==> config.mk <==
export PLATFORM = sky130hd
export DESIGN_NAME = async_serial_port
export DESIGN_NICKNAME = d
export VERILOG_FILES = /design/src/rtl/sp_pkg.sv /design/src/rtl/sp_sync.sv /design/src/rtl/sp_tx.sv /design/src/rtl/sp_rx.sv /design/src/rtl/async_serial_port.sv
export SDC_FILE = /design/constraint.sdc
export NUM_CORES = 1
export LEC_CHECK = 0
export BUFFER_PORTS_ARGS = -buffer_cell sky130_fd_sc_hd__buf_4
export CAP_MARGIN = 5
export CELL_PAD_IN_SITES_DETAIL_PLACEMENT = 1
export CELL_PAD_IN_SITES_GLOBAL_PLACEMENT = 1
export CORE_MARGIN = 2
export CORE_UTILIZATION = 42
export CTS_CLUSTER_DIAMETER = 200
export DETAILED_ROUTE_END_ITERATION = 8
export PLACE_DENSITY = 0.82
export SLEW_MARGIN = 20
export SYNTH_ARGS = -nofsm -noshare
export SYNTH_HDL_FRONTEND = slang
export SYNTH_SLANG_ARGS = --single-unit
==> constraint.sdc <==
create_clock -name clk -period 1.9 [get_ports clk]
set_clock_uncertainty 0.2 [all_clocks]
set_input_delay 0.19 -clock clk [delete_from_list [all_inputs] [get_ports clk]]
set_output_delay 0.19 -clock clk [all_outputs]
set_load 0.01 [all_outputs]
==> src/rtl/sp_pkg.sv <==
package sp_pkg;
   typedef enum logic [1:0] {
      SP_IDLE  = 2'd0,
      SP_START = 2'd1,
      SP_DATA  = 2'd2,
      SP_STOP  = 2'd3
   } sp_phase_e;
endpackage

==> src/rtl/sp_sync.sv <==
module sp_sync #(
   parameter int STAGES = 2
) (
   input  logic clk,
   input  logic rst_n,
   input  logic din,
   output logic dout
);
   generate
      if (STAGES == 0) begin : g_pass
         assign dout = din;
      end else begin : g_chain
         logic [STAGES-1:0] chain;
         always_ff @(posedge clk or negedge rst_n) begin
            if (!rst_n) chain <= '1;
            else        chain <= {chain[STAGES-2 >= 0 ? STAGES-2 : 0 : 0], din};
         end
         assign dout = chain[STAGES-1];
      end
   endgenerate
endmodule

==> src/rtl/sp_tx.sv <==
module sp_tx
   import sp_pkg::*;
#(
   parameter int DATA_BITS  = 8,
   parameter int OVERSAMPLE = 16
) (
   input  logic                 clk,
   input  logic                 rst_n,
   input  logic                 tick,
   input  logic                 load,
   input  logic [DATA_BITS-1:0] load_data,
   output logic                 line,
   output logic                 busy,
   output logic                 stop_begin
);
   localparam int CNT_W = $clog2(OVERSAMPLE);
   localparam int IDX_W = $clog2(DATA_BITS + 1);
   localparam logic [CNT_W-1:0] LAST_TICK = CNT_W'(OVERSAMPLE - 1);
   localparam logic [IDX_W-1:0] LAST_BIT  = IDX_W'(DATA_BITS - 1);

   sp_phase_e            phase;
   logic [CNT_W-1:0]     cnt;
   logic [IDX_W-1:0]     idx;
   logic [DATA_BITS-1:0] shreg;
   logic                 bit_end;

   assign bit_end    = tick && (cnt == LAST_TICK);
   assign stop_begin = (phase == SP_DATA) && bit_end && (idx == LAST_BIT);
   assign busy       = (phase != SP_IDLE);

   always_ff @(posedge clk or negedge rst_n) begin
      if (!rst_n) begin
         phase <= SP_IDLE;
         cnt   <= '0;
         idx   <= '0;
         shreg <= '0;
      end else if (phase == SP_IDLE) begin
         if (load) begin
            phase <= SP_START;
            cnt   <= '0;
            shreg <= load_data;
         end
      end else if (tick) begin
         cnt <= bit_end ? '0 : cnt + 1'b1;
         if (bit_end) begin
            case (phase)
               SP_START: begin
                  phase <= SP_DATA;
                  idx   <= '0;
               end
               SP_DATA: begin
                  shreg <= shreg >> 1;
                  if (idx == LAST_BIT) phase <= SP_STOP;
                  else                 idx   <= idx + 1'b1;
               end
               default: phase <= SP_IDLE;
            endcase
         end
      end
   end

   always_comb begin
      case (phase)
         SP_START: line = 1'b0;
         SP_DATA:  line = shreg[0];
         default:  line = 1'b1;
      endcase
   end
endmodule

==> src/rtl/sp_rx.sv <==
module sp_rx
   import sp_pkg::*;
#(
   parameter int DATA_BITS  = 8,
   parameter int OVERSAMPLE = 16
) (
   input  logic                 clk,
   input  logic                 rst_n,
   input  logic                 tick,
   input  logic                 enable,
   input  logic                 line,
   output logic                 frame_done,
   output logic [DATA_BITS-1:0] frame_data,
   output logic                 frame_stop
);
   localparam int CNT_W = $clog2(OVERSAMPLE);
   localparam int IDX_W = $clog2(DATA_BITS + 1);
   localparam logic [CNT_W-1:0] MID_TICK  = CNT_W'(OVERSAMPLE / 2 - 1);
   localparam logic [CNT_W-1:0] VOTE_A    = CNT_W'(OVERSAMPLE - 3);
   localparam logic [CNT_W-1:0] VOTE_B    = CNT_W'(OVERSAMPLE - 2);
   localparam logic [CNT_W-1:0] LAST_TICK = CNT_W'(OVERSAMPLE - 1);
   localparam logic [IDX_W-1:0] LAST_BIT  = IDX_W'(DATA_BITS - 1);

   sp_phase_e            phase;
   logic [CNT_W-1:0]     cnt;
   logic [IDX_W-1:0]     idx;
   logic [DATA_BITS-1:0] shreg;
   logic                 prev_line;
   logic [1:0]           votes;
   logic                 decide;
   logic                 vote;

   assign decide     = tick && (cnt == LAST_TICK) && (phase == SP_DATA || phase == SP_STOP);
   assign vote       = (votes[0] & votes[1]) | (votes[0] & line) | (votes[1] & line);
   assign frame_done = enable && decide && (phase == SP_STOP);
   assign frame_data = shreg;
   assign frame_stop = vote;

   always_ff @(posedge clk or negedge rst_n) begin
      if (!rst_n) begin
         phase     <= SP_IDLE;
         cnt       <= '0;
         idx       <= '0;
         shreg     <= '0;
         prev_line <= 1'b1;
         votes     <= '0;
      end else begin
         prev_line <= line;
         if (!enable) begin
            phase <= SP_IDLE;
         end else begin
            case (phase)
               SP_IDLE: begin
                  if (prev_line && !line) begin
                     phase <= SP_START;
                     cnt   <= '0;
                  end
               end
               SP_START: begin
                  if (tick) begin
                     if (cnt == MID_TICK) begin
                        cnt   <= '0;
                        idx   <= '0;
                        phase <= line ? SP_IDLE : SP_DATA;
                     end else begin
                        cnt <= cnt + 1'b1;
                     end
                  end
               end
               default: begin
                  if (tick) begin
                     cnt <= decide ? '0 : cnt + 1'b1;
                     if (cnt == VOTE_A) votes[0] <= line;
                     if (cnt == VOTE_B) votes[1] <= line;
                     if (decide) begin
                        if (phase == SP_DATA) begin
                           shreg <= {vote, shreg[DATA_BITS-1:1]};
                           if (idx == LAST_BIT) phase <= SP_STOP;
                           else                 idx   <= idx + 1'b1;
                        end else begin
                           phase <= SP_IDLE;
                        end
                     end
                  end
               end
            endcase
         end
      end
   end
endmodule

==> src/rtl/async_serial_port.sv <==
module async_serial_port #(
   parameter int DATA_BITS   = 8,
   parameter int OVERSAMPLE  = 16,
   parameter int SYNC_STAGES = 2
) (
   input  logic                 clk,
   input  logic                 rst_n,
   input  logic                 tx_tick16,
   input  logic                 rx_tick16,
   input  logic                 buf_wr,
   input  logic [DATA_BITS-1:0] buf_wdata,
   input  logic                 rx_enable,
   input  logic                 stop_check,
   input  logic                 irq_enable,
   input  logic                 tx_done_clr,
   input  logic                 rx_done_clr,
   input  logic                 rxd,
   output logic                 txd,
   output logic [DATA_BITS-1:0] rx_buf,
   output logic                 rx_stop_flag,
   output logic                 tx_done,
   output logic                 rx_done,
   output logic                 irq
);
   generate
      if (DATA_BITS < 5 || DATA_BITS > 9) begin : g_bad_bits
         $error("DATA_BITS must lie between 5 and 9");
      end
      if (OVERSAMPLE < 8 || (OVERSAMPLE % 2) != 0) begin : g_bad_os
         $error("OVERSAMPLE must be even and at least 8");
      end
      if (SYNC_STAGES < 0 || SYNC_STAGES > 4) begin : g_bad_sync
         $error("SYNC_STAGES must lie between 0 and 4");
      end
   endgenerate

   logic                 rxd_s;
   logic                 tx_busy;
   logic                 tx_stop_begin;
   logic                 rx_frame_done;
   logic [DATA_BITS-1:0] rx_frame_data;
   logic                 rx_frame_stop;
   logic                 commit;

   sp_sync #(.STAGES(SYNC_STAGES)) u_sync (
      .clk(clk), .rst_n(rst_n), .din(rxd), .dout(rxd_s)
   );

   sp_tx #(.DATA_BITS(DATA_BITS), .OVERSAMPLE(OVERSAMPLE)) u_tx (
      .clk(clk), .rst_n(rst_n), .tick(tx_tick16), .load(buf_wr),
      .load_data(buf_wdata), .line(txd), .busy(tx_busy),
      .stop_begin(tx_stop_begin)
   );

   sp_rx #(.DATA_BITS(DATA_BITS), .OVERSAMPLE(OVERSAMPLE)) u_rx (
      .clk(clk), .rst_n(rst_n), .tick(rx_tick16), .enable(rx_enable),
      .line(rxd_s), .frame_done(rx_frame_done), .frame_data(rx_frame_data),
      .frame_stop(rx_frame_stop)
   );

   assign commit = rx_frame_done && !rx_done && (!stop_check || rx_frame_stop);

   always_ff @(posedge clk or negedge rst_n) begin
      if (!rst_n) begin
         rx_buf       <= '0;
         rx_stop_flag <= 1'b0;
         rx_done      <= 1'b0;
         tx_done      <= 1'b0;
      end else begin
         if (commit) begin
            rx_buf       <= rx_frame_data;
            rx_stop_flag <= rx_frame_stop;
            rx_done      <= 1'b1;
         end else if (rx_done_clr) begin
            rx_done <= 1'b0;
         end
         if (tx_stop_begin)    tx_done <= 1'b1;
         else if (tx_done_clr) tx_done <= 1'b0;
      end
   end

   assign irq = irq_enable && (tx_done || rx_done);
endmodule

# Word level (Yosys, flattened, before mapping)
# Cells that the tools add are included.
[op_classes]
eq_ne = 25
n_addsub = 4
bitwise = 8
n_reduce_logical = 39
n_mux = 45
[op_table]
columns = ["cell", "count"]
rows = [
  ["4-bit two-way mux", 16],
  ["8-bit two-way mux", 5],
  ["2-bit two-way mux", 14],
  ["4-bit one-hot mux with 2 select lines", 3],
  ["4-bit AND reduction", 5],
  ["2-bit nonzero test", 9],
  ["4-bit by 1-bit adder with 4-bit output (second input constant)", 4],
  ["4-bit == test (second input constant)", 4],
  ["4-bit by 3-bit == test with 1-bit output (second input constant)", 3],
  ["1-bit logical AND", 11],
  ["5-bit AND reduction", 2],
  ["3-bit by 2-bit inequality test with 1-bit output (second input constant)", 3],
  ["2-bit inequality test (second input constant)", 4],
  ["2-bit one-hot mux with 2 select lines", 2],
  ["7-bit AND reduction", 1],
  ["2-bit == test (second input constant)", 3],
  ["3-bit inequality test (second input constant)", 2],
  ["6-bit AND reduction", 1],
  ["5-bit inequality test (second input constant)", 1],
  ["2-bit by 1-bit == test with 1-bit output (second input constant)", 2],
  ["2-bit logical NOT", 2],
  ["1-bit two-way mux", 4],
  ["2-bit by 1-bit inequality test with 1-bit output (second input constant)", 2],
  ["4-bit by 1-bit inequality test with 1-bit output (second input constant)", 1],
  ["8 further kinds", 17],
]
[totals]
wordCells = 137
ff_bits = 52
output_inout_bits = 13
input_bits = 19

# Longest topological paths before layout
# Gate-level depths: netlist of the first run.
[depth]
depth_word = 8
ltp_mapped = 8

# By module
# Synthesis of the first run repeated with hierarchy kept, for this count alone.
[hier_totals]
hier_cells = 247
hier_area_um2 = 2720.1
[by_module_without_submodules]
columns = ["module", "cells_each", "seq_area_each_um2", "n_inst", "area_per_inst_um2"]
rows = [
  ["sp_rx", 109, 526.8, 1, 1219.9],
  ["sp_tx", 107, 450.4, 1, 1007.2],
  ["async_serial_port", 29, 275.3, 1, 440.4],
  ["sp_sync", 2, 52.6, 1, 52.6],
]

# Worst setup path before layout of the first run
# No wires, ideal clock.
[synth_path]
kind = "register to register"
from = "register u_rx.phase[1]"
to = "register u_rx.cnt[2]"
slack_ns = 0.050
stages_incl_launch_ff = 8
setup_time_ns = 0.066
n_path_buf = 1
period_less_slack_ns = 1.850
arrival_ns = 1.584
cell_sequence = "dfrtp_1 inv_1 ha_1 buf_4 nor2b_4 o221ai_2 or4b_1 nand2_1"
[synth_via]
elab_chain_cells = 6
elab_cells_between_ends = 13
[synth_lines]
columns = ["item", "line", "source"]
rows = [
  ["start: declaration", "sp_rx.sv:24", "sp_phase_e phase;"],
  ["start signal: assignment", "sp_rx.sv:64", "phase <= line ? SP_IDLE : SP_DATA;"],
  ["2-bit == test", "sp_rx.sv:33", "assign decide = tick && (cnt == LAST_TICK) && (phase == SP_DATA || phase == SP_STOP);"],
  ["1-bit logical OR", "sp_rx.sv:33", ""],
  ["1-bit logical AND", "sp_rx.sv:33", ""],
  ["4-bit two-way mux", "sp_rx.sv:72", "cnt <= decide ? '0 : cnt + 1'b1;"],
  ["4-bit two-way mux", "sp_rx.sv:71", "if (tick) begin"],
  ["4-bit one-hot mux with 2 select lines", "sp_rx.sv:52", "case (phase)"],
  ["end signal: assignment", "sp_rx.sv:66", "cnt <= cnt + 1'b1;"],
  ["end signal: assignment", "sp_rx.sv:72", ""],
  ["end: declaration", "sp_rx.sv:25", "logic [CNT_W-1:0] cnt;"],
]
# Several ways; a longest one is shown, not always the timed one. The select of a mux whose other input is x is not followed.
# A chain may end at the register's enable or synchronous reset.

# Worst setup path after layout of the first run
# Same ends and word-level chain as after synthesis.

==> results of run 1 <==
==> report_power, final <==
| part | switching [W] | total (W) | internal, W |
|---|---|---|---|
| registers | 0.000148 | 0.00137 | 0.00122 |
| clock network | 0.000402 | 0.000665 | 0.000263 |
| logic | 0.000379 | 0.000754 | 0.000375 |
| total | 0.000930 | 0.00279 | 0.00186 |
==> cells in the final DEF (no fill, tap or decap), types with 4 or more instances in the layout <==
master | netlist | layout
a21oi_1 | 4 | 4
a31oi_1 | 4 | 4
buf_4 | 1 | 54
clkbuf_8 | 0 | 5
dfrtp_1 | 49 | 48
dlygate4sd3_1 | 0 | 13
ha_1 | 13 | 6
ha_2 | 0 | 4
inv_1 | 17 | 14
mux2_2 | 19 | 19
mux2i_1 | 12 | 12
nand2_1 | 32 | 31
nand3_4 | 3 | 4
nor2_1 | 7 | 7
o21ai_0 | 22 | 22
o22ai_1 | 5 | 5
==> timing repair <==
| action | 4_1_cts | 5_1_grt |
|---|---|---|
| gates cloned | 1 | 0 |
| hold buffers | 13 | 0 |
| pin swaps | 4 | 6 |
| resized for setup | 5 | 19 |
| endpoints found under the hold margin | 64 | 0 |
| buffers inserted | 3 | 6 |
| setup endpoints to repair | 22 | 37 |
==> sequential cells by signal, summed over array words and instances (netlist names) <==
register              flops
u_rx.idx                  4
u_tx.phase                2
u_tx.shreg                8
tx_done                   1
u_rx.phase                2
u_rx.prev_line            1
rx_buf                    8
u_sync.g_chain.chain      2
u_tx.cnt                  4
rx_done                   1
u_rx.frame_data           8
u_tx.idx                  4
rx_stop_flag              1
u_rx.votes                2
u_rx.cnt                  4
==> per-layer routing <==
metal / track usage [%] / part of all wire, % / vias up
met5: 0 / 0 / -
met1: 26.37 / 42 / 1125
met4: 5.628 / 1.8 / 0
met2: 39.99 / 54 / 26
met3: 3.016 / 1.8 / 12
li1: - / - / 1049
==> how the worst max path moves through the flow <==
stage	start	to	slack, ps	depth (start not counted)
2_1_floorplan	u_rx.phase[1]	u_rx.cnt[2]	50	7
3_3_place_gp	u_rx.phase[0]	u_rx.cnt[2]	10	6
3_5_place_dp	u_rx.phase[1]	u_rx.cnt[2]	-80	6
4_1_cts	u_rx.phase[0]	u_rx.cnt[2]	-50	6
5_1_grt	u_rx.phase[0]	u_rx.frame_data[0]	-90	6
6_report	u_rx.phase[1]	u_rx.cnt[2]	-50	6
==> metrics by stage <==
| step | TNS [ps] | total power (W) | util [%] | cell area, µm² |
|---|---|---|---|---|
| 6_report | -272.4 | 0.002788 | 56.16 | 3566 |
| 5_1_grt | -1638 | 0.002962 | 56.16 | 3566 |
| 4_1_cts | -450.8 | 0.002697 | 54.17 | 3440 |
| 3_5_place_dp | -200.9 | 0.002007 | 49.91 | 3169 |
| 3_3_place_gp | 0 | 0.001958 | 49.91 | 3169 |
| 2_1_floorplan | 0 | 0.001751 | - | 2764 |
==> cells by family (layout without fill, tap and decap cells) <==
family / Yosys count / in the layout / share of synthesized area [%]
AOI/OAI and AO/OA: 57 / 57 / 13.67
buffers and inverters: 23 / 93 / 3.622
adders and majority gates: 14 / 14 / 6.247
DFF: 52 / 52 / 47.22
muxes: 31 / 31 / 12.09
and+or+nand+nor: 74 / 75 / 16.84
xor gates and xnor gates: 1 / 1 / 0.3169
==> worst max-delay path, delay by kind of cell, from the launching register on <==
family          cells  cell delay, ps
buf+inv             1             140
compound gates      1             140
flops               1             460
simple gates        3             790
fa+ha+maj           1             180
==> area by class of cell <==
class                      instances  share of cell area [%]
inverter                          17                   1.789
tap                               77                   2.702
clock buffer                       5                   1.930
multi-input combinational        178                   41.02
sequential                        52                   36.63
timing repair buffer              68                   15.33
clock inverter                     3                  0.5965
==> results.py, run 1 <==
metrics = {
    "logic_synthesis": {
        "avgSynthCellArea_um2": 10.97,
        "yosysUniqueCellTypes": 55,
        "synth_top_flop_cell": "dfrtp_1",
        "yosysMostFrequentCell": "dfrtp_1",
        "ys_seq_area_share_pct": 47.22,
        "ys_ff_latch": 52,
        "synth.area.top_cells": "dfrtp_1 44%, mux2_2 7.7%, ha_1 5.9%",
        "synth-async-reset-ratio_pct": 100.0,
        "synth-edff-count": 0,
        "synth_top_area_share_pct": 44.36,
        "post-synth-top-area-cell": "dfrtp_1",
        "synth_cells": 252,
        "ys_warn_count": 0,
        "netlist_area_mm2": 0.002764,
        "synth_fp_nets": 284,
        "synth_commonest_cells": "49 x dfrtp_1, 32 x nand2_1, 22 x o21ai_0",
    },
    "critical_path": {
        "ff2ff_setup_slack_ps": -50,
        "crit_type": "flop to flop",
        "regToRegEndpoint": "u_rx.cnt[2]",
        "r2r-start": "u_rx.phase[1]",
        "start_kind": "flop",
        "cp.required_ps": 1950,
        "cp.arrival_ps": 2010,
        "path_cells": "inv_2 -> ha_4 -> nor2b_4 -> o221ai_4 -> or4b_1 -> nand2_1",
        "crit_path_end_kind": "flop",
        "reg2regPathDepth": 6,
        "max_stage_delay_ps": 500,
        "cpMaxStageDelayCell": "or4b_1",
        "crit_fanout": 6,
    },
    "placement": {
        "port_buffers": 31,
        "dp.cells": 369,
        "place_ws_ps": -77.71,
        "dpl.hpwl_um": 4518,
        "place.gp.congestion": 0.8378,
    },
    "min_path": {
        "hp-class": "primary input to flop",
        "hp-start": "buf_wdata[2]",
        "hold_end": "u_tx.shreg[2]",
        "hold_path_depth": 3,
    },
    "drt": {
        "drt_first_iter_violations": 72,
        "routed_wl_um": 7709,
        "dr.pass1.iters": 5,
        "wire_per_inst_um": 19.27,
        "drt.antenna.violating_nets": 0,
        "vias_per_cell": 5.530,
        "via_count": 2212,
        "drc_errors": 0,
    },
    "sta": {
        "fin_crit_sh_pct": 102.9,
        "finalSetupViolCount": 14,
        "tightest_slew_ps": 653.1,
        "timing_hold_violations_final": 1,
        "finalCriticalPeriod_ps": 1954,
        "rsz0062_at_grt": "yes",
        "max_freq_mhz": 511.7,
        "slew_viol_final": 0,
        "relSlewSlack_pct": 56.46,
        "hold_slack_ps": -1.271,
        "setup_slack_ps": -54.40,
    },
    "global_routing": {
        "grt_max_degree": 53,
        "antenna_found_initial": 0,
        "grt_overflow": 0,
        "track_usage_pct": 21.64,
        "grt_pass1_wl_um": 12310,
        "grt_pass1_vias": 2394,
    },
    "floorplanning": {
        "initial_utilization_pct": 43.53,
        "ios": 32,
        "die_x_um": 85.12,
        "core_area_mm2": 0.006350,
        "die_height_um": 85.12,
        "die_area_mm2": 0.007245,
        "rows": 29,
    },
    "layout": {
        "regArea_mm2": 0.001306,
        "fillers": 668,
        "antenna_cells": 0,
        "drive_above_1_share_pct": 36.22,
        "nets": 354,
        "multi_input_comb_area_mm2": 0.001463,
        "fin_cells": 400,
        "syn_to_final_growth_pct": 29.02,
    },
    "clock_network": {
        "cts_made_buffers": 5,
        "clock-root-buffer": "clkbuf_8",
        "clock_latency_ps": 310,
        "clock_path_buffers": 2,
        "tritoncts": "built",
        "clkSinkCount": 52,
        "cts-htree-levels": 2,
        "clk_pin_slew_ps": 100,
    },
    "run_status": {
        "violations": "hold timing, setup timing",
        "status": "finished with violations",
    },
    "flow_run": {
        "drv_cap": 0,
    },
    "power_and_ir_drop": {
        "p_leak_nw": 1.625,
        "powerDensity_mw_per_mm2": 781.9,
        "vdd.ir_drop.worst_mv": 0.5170,
    },
}
Power figures use the tool's default switching activity.
==> inputs of run 2 (changes only) <==
CORE_UTILIZATION = 43   (was 42)
CTS_BUF_LIST = sky130_fd_sc_hd__clkbuf_8   (was not set)
PLACE_DENSITY = 0.84   (was 0.82)
==> run 2 against run 1 <==
The run still ends with hold timing, setup timing left. Sequential cell count unchanged. Routed wire length increased by 27%. Die area decreased by 2.2%. Largest cell class unchanged. Critical path type unchanged.
==> results.py, run 2 (synthesis gave the netlist of run 1 again) <==
metrics = {
    "clock_network": {
        "cts-htree-levels": 2,
        "clk_pin_slew_ps": 100,
        "tritoncts": "built",
        "clock_path_buffers": 2,
        "clkSinkCount": 52,
        "cts_made_buffers": 5,
        "clock-root-buffer": "clkbuf_8",
        "clock_latency_ps": 320,
    },
    "sta": {
        "fin_crit_sh_pct": 109.5,
        "setup_slack_ps": -180.3,
        "relSlewSlack_pct": 55.63,
        "hold_slack_ps": -11.50,
        "finalCriticalPeriod_ps": 2080,
        "finalSetupViolCount": 24,
        "max_freq_mhz": 480.7,
        "tightest_slew_ps": 665.5,
        "rsz0062_at_grt": "yes",
        "slew_viol_final": 0,
        "timing_hold_violations_final": 1,
    },
    "floorplanning": {
        "die_x_um": 84.17,
        "die_height_um": 84.17,
        "die_area_mm2": 0.007085,
        "core_area_mm2": 0.006277,
        "rows": 29,
        "ios": 32,
        "initial_utilization_pct": 44.03,
    },
    "layout": {
        "antenna_cells": 0,
        "drive_above_1_share_pct": 38.67,
        "syn_to_final_growth_pct": 34.63,
        "final_area_mm2": 0.003721,
        "nets": 362,
        "layout_commonest_cell": "buf_4",
        "final_cell_mix": "56 x buf_4, 47 x dfrtp_1, 32 x nand2_1, 17 x mux2_2, 16 x o21ai_0",
        "fillers": 660,
    },
    "critical_path": {
        "cp.buffers_inverters": 0,
        "crit_family": "compound AO/OA/AOI/OAI gates",
        "cpMaxStageDelayCell": "a2111oi_2",
        "start_kind": "flop",
        "path_cells": "ha_2 -> nand3_4 -> a2111oi_2 -> o21ai_0 -> a31oi_1",
        "crit_type": "flop to flop",
        "crit_fanout": 6,
        "max_stage_delay_ps": 480,
        "cp.required_ps": 1910,
        "crit_path_end_kind": "flop",
        "cp.arrival_ps": 2090,
    },
    "drt": {
        "drt.antenna.violating_nets": 0,
        "via_count": 2418,
        "wire_per_inst_um": 24.03,
        "dr.pass1.iters": 4,
        "drt_first_iter_violations": 145,
        "routed_wl_um": 9804,
        "drc_errors": 0,
        "vias_per_cell": 5.926,
    },
    "min_path": {
        "hp-class": "primary input to flop",
    },
    "placement": {
        "placed_area_mm2": 0.003177,
        "place.gp.congestion": 0.8270,
        "port_buffers": 31,
        "dpl.hpwl_um": 4698,
    },
    "power_and_ir_drop": {
        "p_leak_nw": 1.700,
        "seqPwrFrac_pct": 43.8,
        "p_switching_w": 0.001018,
        "clockPowerShare_pct": 29.5,
        "switching_share_pct": 32.13,
        "combPwrFrac_pct": 26.7,
        "powerDensity_mw_per_mm2": 851.6,
        "p_int_w": 0.002151,
        "total_power_w": 0.003169,
        "vdd.ir_drop.worst_mv": 0.6901,
    },
    "run_status": {
        "violations": "hold timing, setup timing",
        "status": "finished with violations",
    },
    "global_routing": {
        "track_usage_pct": 23.58,
        "grt_max_degree": 53,
        "grt_pass1_wl_um": 13160,
        "grt_pass1_vias": 2533,
        "antenna_found_initial": 0,
        "grt_overflow": 0,
    },
    "flow_run": {
        "drv_cap": 0,
    },
}
run 2: cell count changes in the layout (fill, tap and decap cells not counted), moves of 2 or more:
cell	previous run	this run
bufinv_16	0	2
mux2_4	0	2
buf_4	54	56
buf_6	1	7
mux2_2	19	17
inv_2	3	0
o21ai_0	22	16
o21ai_1	3	8
inv_4	0	2
run 2: metal layers:
layer	routed length (µm)	global-route usage [%]
met3	468	4.720
met2	5086	41.77
met1	3828	28.17
met4	420	9.091
met5	0	0
run 2: through the flow:
stage / worst slack, ps / hold WS, ps / instances / utilization, % / setup TNS, ps
after global routing: -240.6 / -2.516 / 408 / 59.28 / -2753
after floorplan: 49.61 / -305.6 / 252 / - / 0
final: -180.3 / -11.50 / 408 / 59.28 / -1595
after CTS: -5.841 / 6.275 / 395 / 55.79 / -5.841
after global placement: 10.00 / 69.76 / 370 / 50.61 / 0
after detailed placement: -108.3 / 74.56 / 370 / 50.61 / -951.5
run 2: final timing paths:
kind                                         start                      end  depth (start not counted)  slack, ps
max                                    u_rx.cnt[1]            u_rx.phase[1]                          5       -180
min                                   buf_wdata[3]            u_tx.shreg[3]                          3        -10
max reg2reg                            u_rx.cnt[1]            u_rx.phase[1]                          5       -180
min reg2reg                u_sync.g_chain.chain[0]  u_sync.g_chain.chain[1]                          0        170
max in group asynchronous                    rst_n            u_rx.phase[1]                          2        770
min in group asynchronous                    rst_n              u_rx.cnt[2]                          2        240
run 2: power by group through the flow:
stage | combinational [W] | sequential, W | clock, W
after CTS | 0.000701 | 0.00136 | 0.000934
after floorplan | 0.000388 | 0.00136 | 0
after global routing | 0.000922 | 0.00139 | 0.000978
after detailed placement | 0.000639 | 0.00138 | 0
after global placement | 0.000596 | 0.00137 | 0
final | 0.000846 | 0.00139 | 0.000935
run 2: worst reg2reg max path: stages, from the launching register on:
cell and delay [ps]:
dfrtp_1 410, ha_2 290, nand3_4 180, a2111oi_2 480, o21ai_0 190, a31oi_1 240
run 2: cell type report:
| class | instances | area, µm² | area share, % |
|---|---|---|---|
| inverter | 17 | 68.82 | 1.849 |
| sequential | 52 | 1308 | 35.14 |
| clock buffer | 5 | 68.82 | 1.849 |
| clock inverter | 3 | 68.82 | 1.849 |
| multi-input combinational | 178 | 1486 | 39.95 |
| timing repair buffer | 76 | 624.3 | 16.78 |
| tap | 77 | 96.34 | 2.589 |
run 2: what timing repair did:
action | in CTS | in global routing
gates cloned | 1 | 1
hold buffers | 12 | 0
pin swaps | 3 | 11
hold endpoints to repair | 63 | 0
gates resized for setup | 9 | 34
setup endpoints to repair | 24 | 40
setup buffers | 4 | 12
==> inputs of run 3 (changes only) <==
MAX_ROUTING_LAYER = met4   (was not set)
==> run 3 against run 2 <==
Critical endpoint unchanged. Final cell count decreased by 0.49%. Power up 1.0%. Highest routed layer unchanged. Largest power group unchanged. The run still ends with hold timing, setup timing left. First-iteration DRC count up 2.8%.
==> results.py, run 3 (synthesis gave the netlist of run 1 again) <==
metrics = {
    "sta": {
        "fin_crit_sh_pct": 106.3,
        "max_freq_mhz": 495.2,
        "setup_slack_ps": -119.4,
        "slew_viol_final": 0,
        "hold_slack_ps": -21.01,
        "finalSetupViolCount": 17,
        "rsz0062_at_grt": "yes",
        "relSlewSlack_pct": 55.33,
        "finalCriticalPeriod_ps": 2019,
        "tightest_slew_ps": 670.0,
        "timing_hold_violations_final": 1,
    },
    "floorplanning": {
        "die_x_um": 84.17,
        "initial_utilization_pct": 44.03,
        "die_height_um": 84.17,
        "rows": 29,
        "ios": 32,
        "die_area_mm2": 0.007085,
        "core_area_mm2": 0.006277,
    },
    "critical_path": {
        "cp-endpoint": "u_rx.phase[1]",
        "crit_fanout": 6,
        "cp.arrival_ps": 2030,
        "r2r-start": "u_rx.phase[1]",
        "ff2ff_setup_slack_ps": -120,
        "cp.required_ps": 1910,
        "reg2regPathDepth": 6,
        "regToRegEndpoint": "u_rx.phase[1]",
        "crit_path_end_kind": "flop",
        "cp-startpoint": "u_rx.phase[1]",
        "crit_type": "flop to flop",
        "start_kind": "flop",
    },
    "global_routing": {
        "grt_pass1_vias": 2533,
        "track_usage_pct": 24.32,
        "grt_overflow": 0,
        "grt_pass1_wl_um": 13170,
        "antenna_found_initial": 0,
        "grt_max_degree": 53,
    },
    "drt": {
        "wl_met1_um": 3934,
        "wl_met2_um": 5249,
        "wire_per_inst_um": 23.81,
        "highest_layer": "met4",
        "routed_wl_um": 9665,
        "drc_errors": 0,
        "dr.pass1.iters": 4,
        "via_count": 2397,
        "dr_wl_met3_um": 290,
        "drt_first_iter_violations": 149,
        "drt.antenna.violating_nets": 0,
        "vias_per_cell": 5.904,
    },
    "run_status": {
        "violations": "hold timing, setup timing",
        "status": "finished with violations",
    },
    "power_and_ir_drop": {
        "powerDensity_mw_per_mm2": 864.5,
        "vdd.ir_drop.worst_mv": 0.7182,
        "total_power_w": 0.003201,
        "p_leak_nw": 1.696,
    },
    "clock_network": {
        "clkSinkCount": 52,
        "clock_path_buffers": 2,
        "cts-htree-levels": 2,
        "tritoncts": "built",
        "clk_pin_slew_ps": 110,
        "clock_latency_ps": 320,
        "clock-root-buffer": "clkbuf_8",
        "cts_made_buffers": 5,
    },
    "layout": {
        "final_util_pct": 58.98,
        "fillers": 647,
        "regArea_mm2": 0.001308,
        "nets": 360,
        "antenna_cells": 0,
        "final_area_mm2": 0.003702,
        "layout_commonest_cell": "buf_4",
        "multi_input_comb_area_mm2": 0.001484,
        "drive_above_1_share_pct": 38.30,
        "syn_to_final_growth_pct": 33.95,
        "final_cell_mix": "56 x buf_4, 47 x dfrtp_1, 32 x nand2_1, 17 x o21ai_0, 17 x mux2_2",
    },
    "placement": {
        "place.gp.congestion": 0.8395,
        "port_buffers": 31,
        "dpl.hpwl_um": 4698,
        "placed_area_mm2": 0.003177,
        "place_ws_ps": -108.3,
    },
    "min_path": {
        "hold_path_depth": 3,
        "hp-class": "primary input to flop",
    },
    "flow_run": {
        "drv_cap": 0,
    },
}
==> run 3: worst min-delay path by stage <==
stage | startpoint | end | slack (ps)
floorplan | rst_n | rx_buf[0] | -310
global placement | rst_n | u_rx.cnt[3] | 70
detailed placement | rst_n | u_rx.idx[0] | 70
CTS | rx_enable | u_rx.phase[1] | 6
global route | buf_wdata[3] | u_tx.shreg[3] | -20
finish | buf_wdata[3] | u_tx.shreg[3] | -20
==> run 3: final cells by class <==
type / instances / area share, %
Timing Repair Buffer: 74 / 16.42
Sequential cell: 52 / 35.32
Clock inverter: 3 / 1.859
Tap cell: 77 / 2.602
Inverter: 17 / 1.859
Multi-Input combinational cell: 178 / 40.08
Clock buffer: 5 / 1.859
==> run 3: worst max-delay path, cell delays in order, from the launching register on <==
cell and delay [ps]:
dfrtp_2 500, ha_4 210, o21ai_4 230, buf_4 180, a211oi_1 40, o311a_1 330, a31oi_1 230
==> run 3: stage by stage <==
stage	TNS, ps	std cells
6_report	-963.1	406
5_1_grt	-2674	406
4_1_cts	-5.841	395
3_5_place_dp	-951.5	370
3_3_place_gp	0	370
2_1_floorplan	0	252
==> run 3: metal layers <==
layer | up-vias | global-route usage (%)
li1 | 1061 | -
met1 | 1250 | 28.30
met2 | 72 | 41.77
met3 | 14 | 4.621
met4 | 0 | 9.091
met5 | - | -
==> run 3: report_power, final <==
group	switching (W)	internal (W)	leakage, nW	total [W]
Clock	0.000409	0.000531	0.0687	0.000940
Combinational	0.000465	0.000404	0.944	0.000868
Sequential	0.000172	0.00122	0.683	0.00139
==> run 3: timing repair <==
action,in CTS,in global routing
endpoints found under the setup margin,24,40
hold endpoints to repair,63,0
buffers inserted,4,11
gates resized for setup,9,32
pin swaps,3,10
gates cloned,1,0
hold buffers,12,0
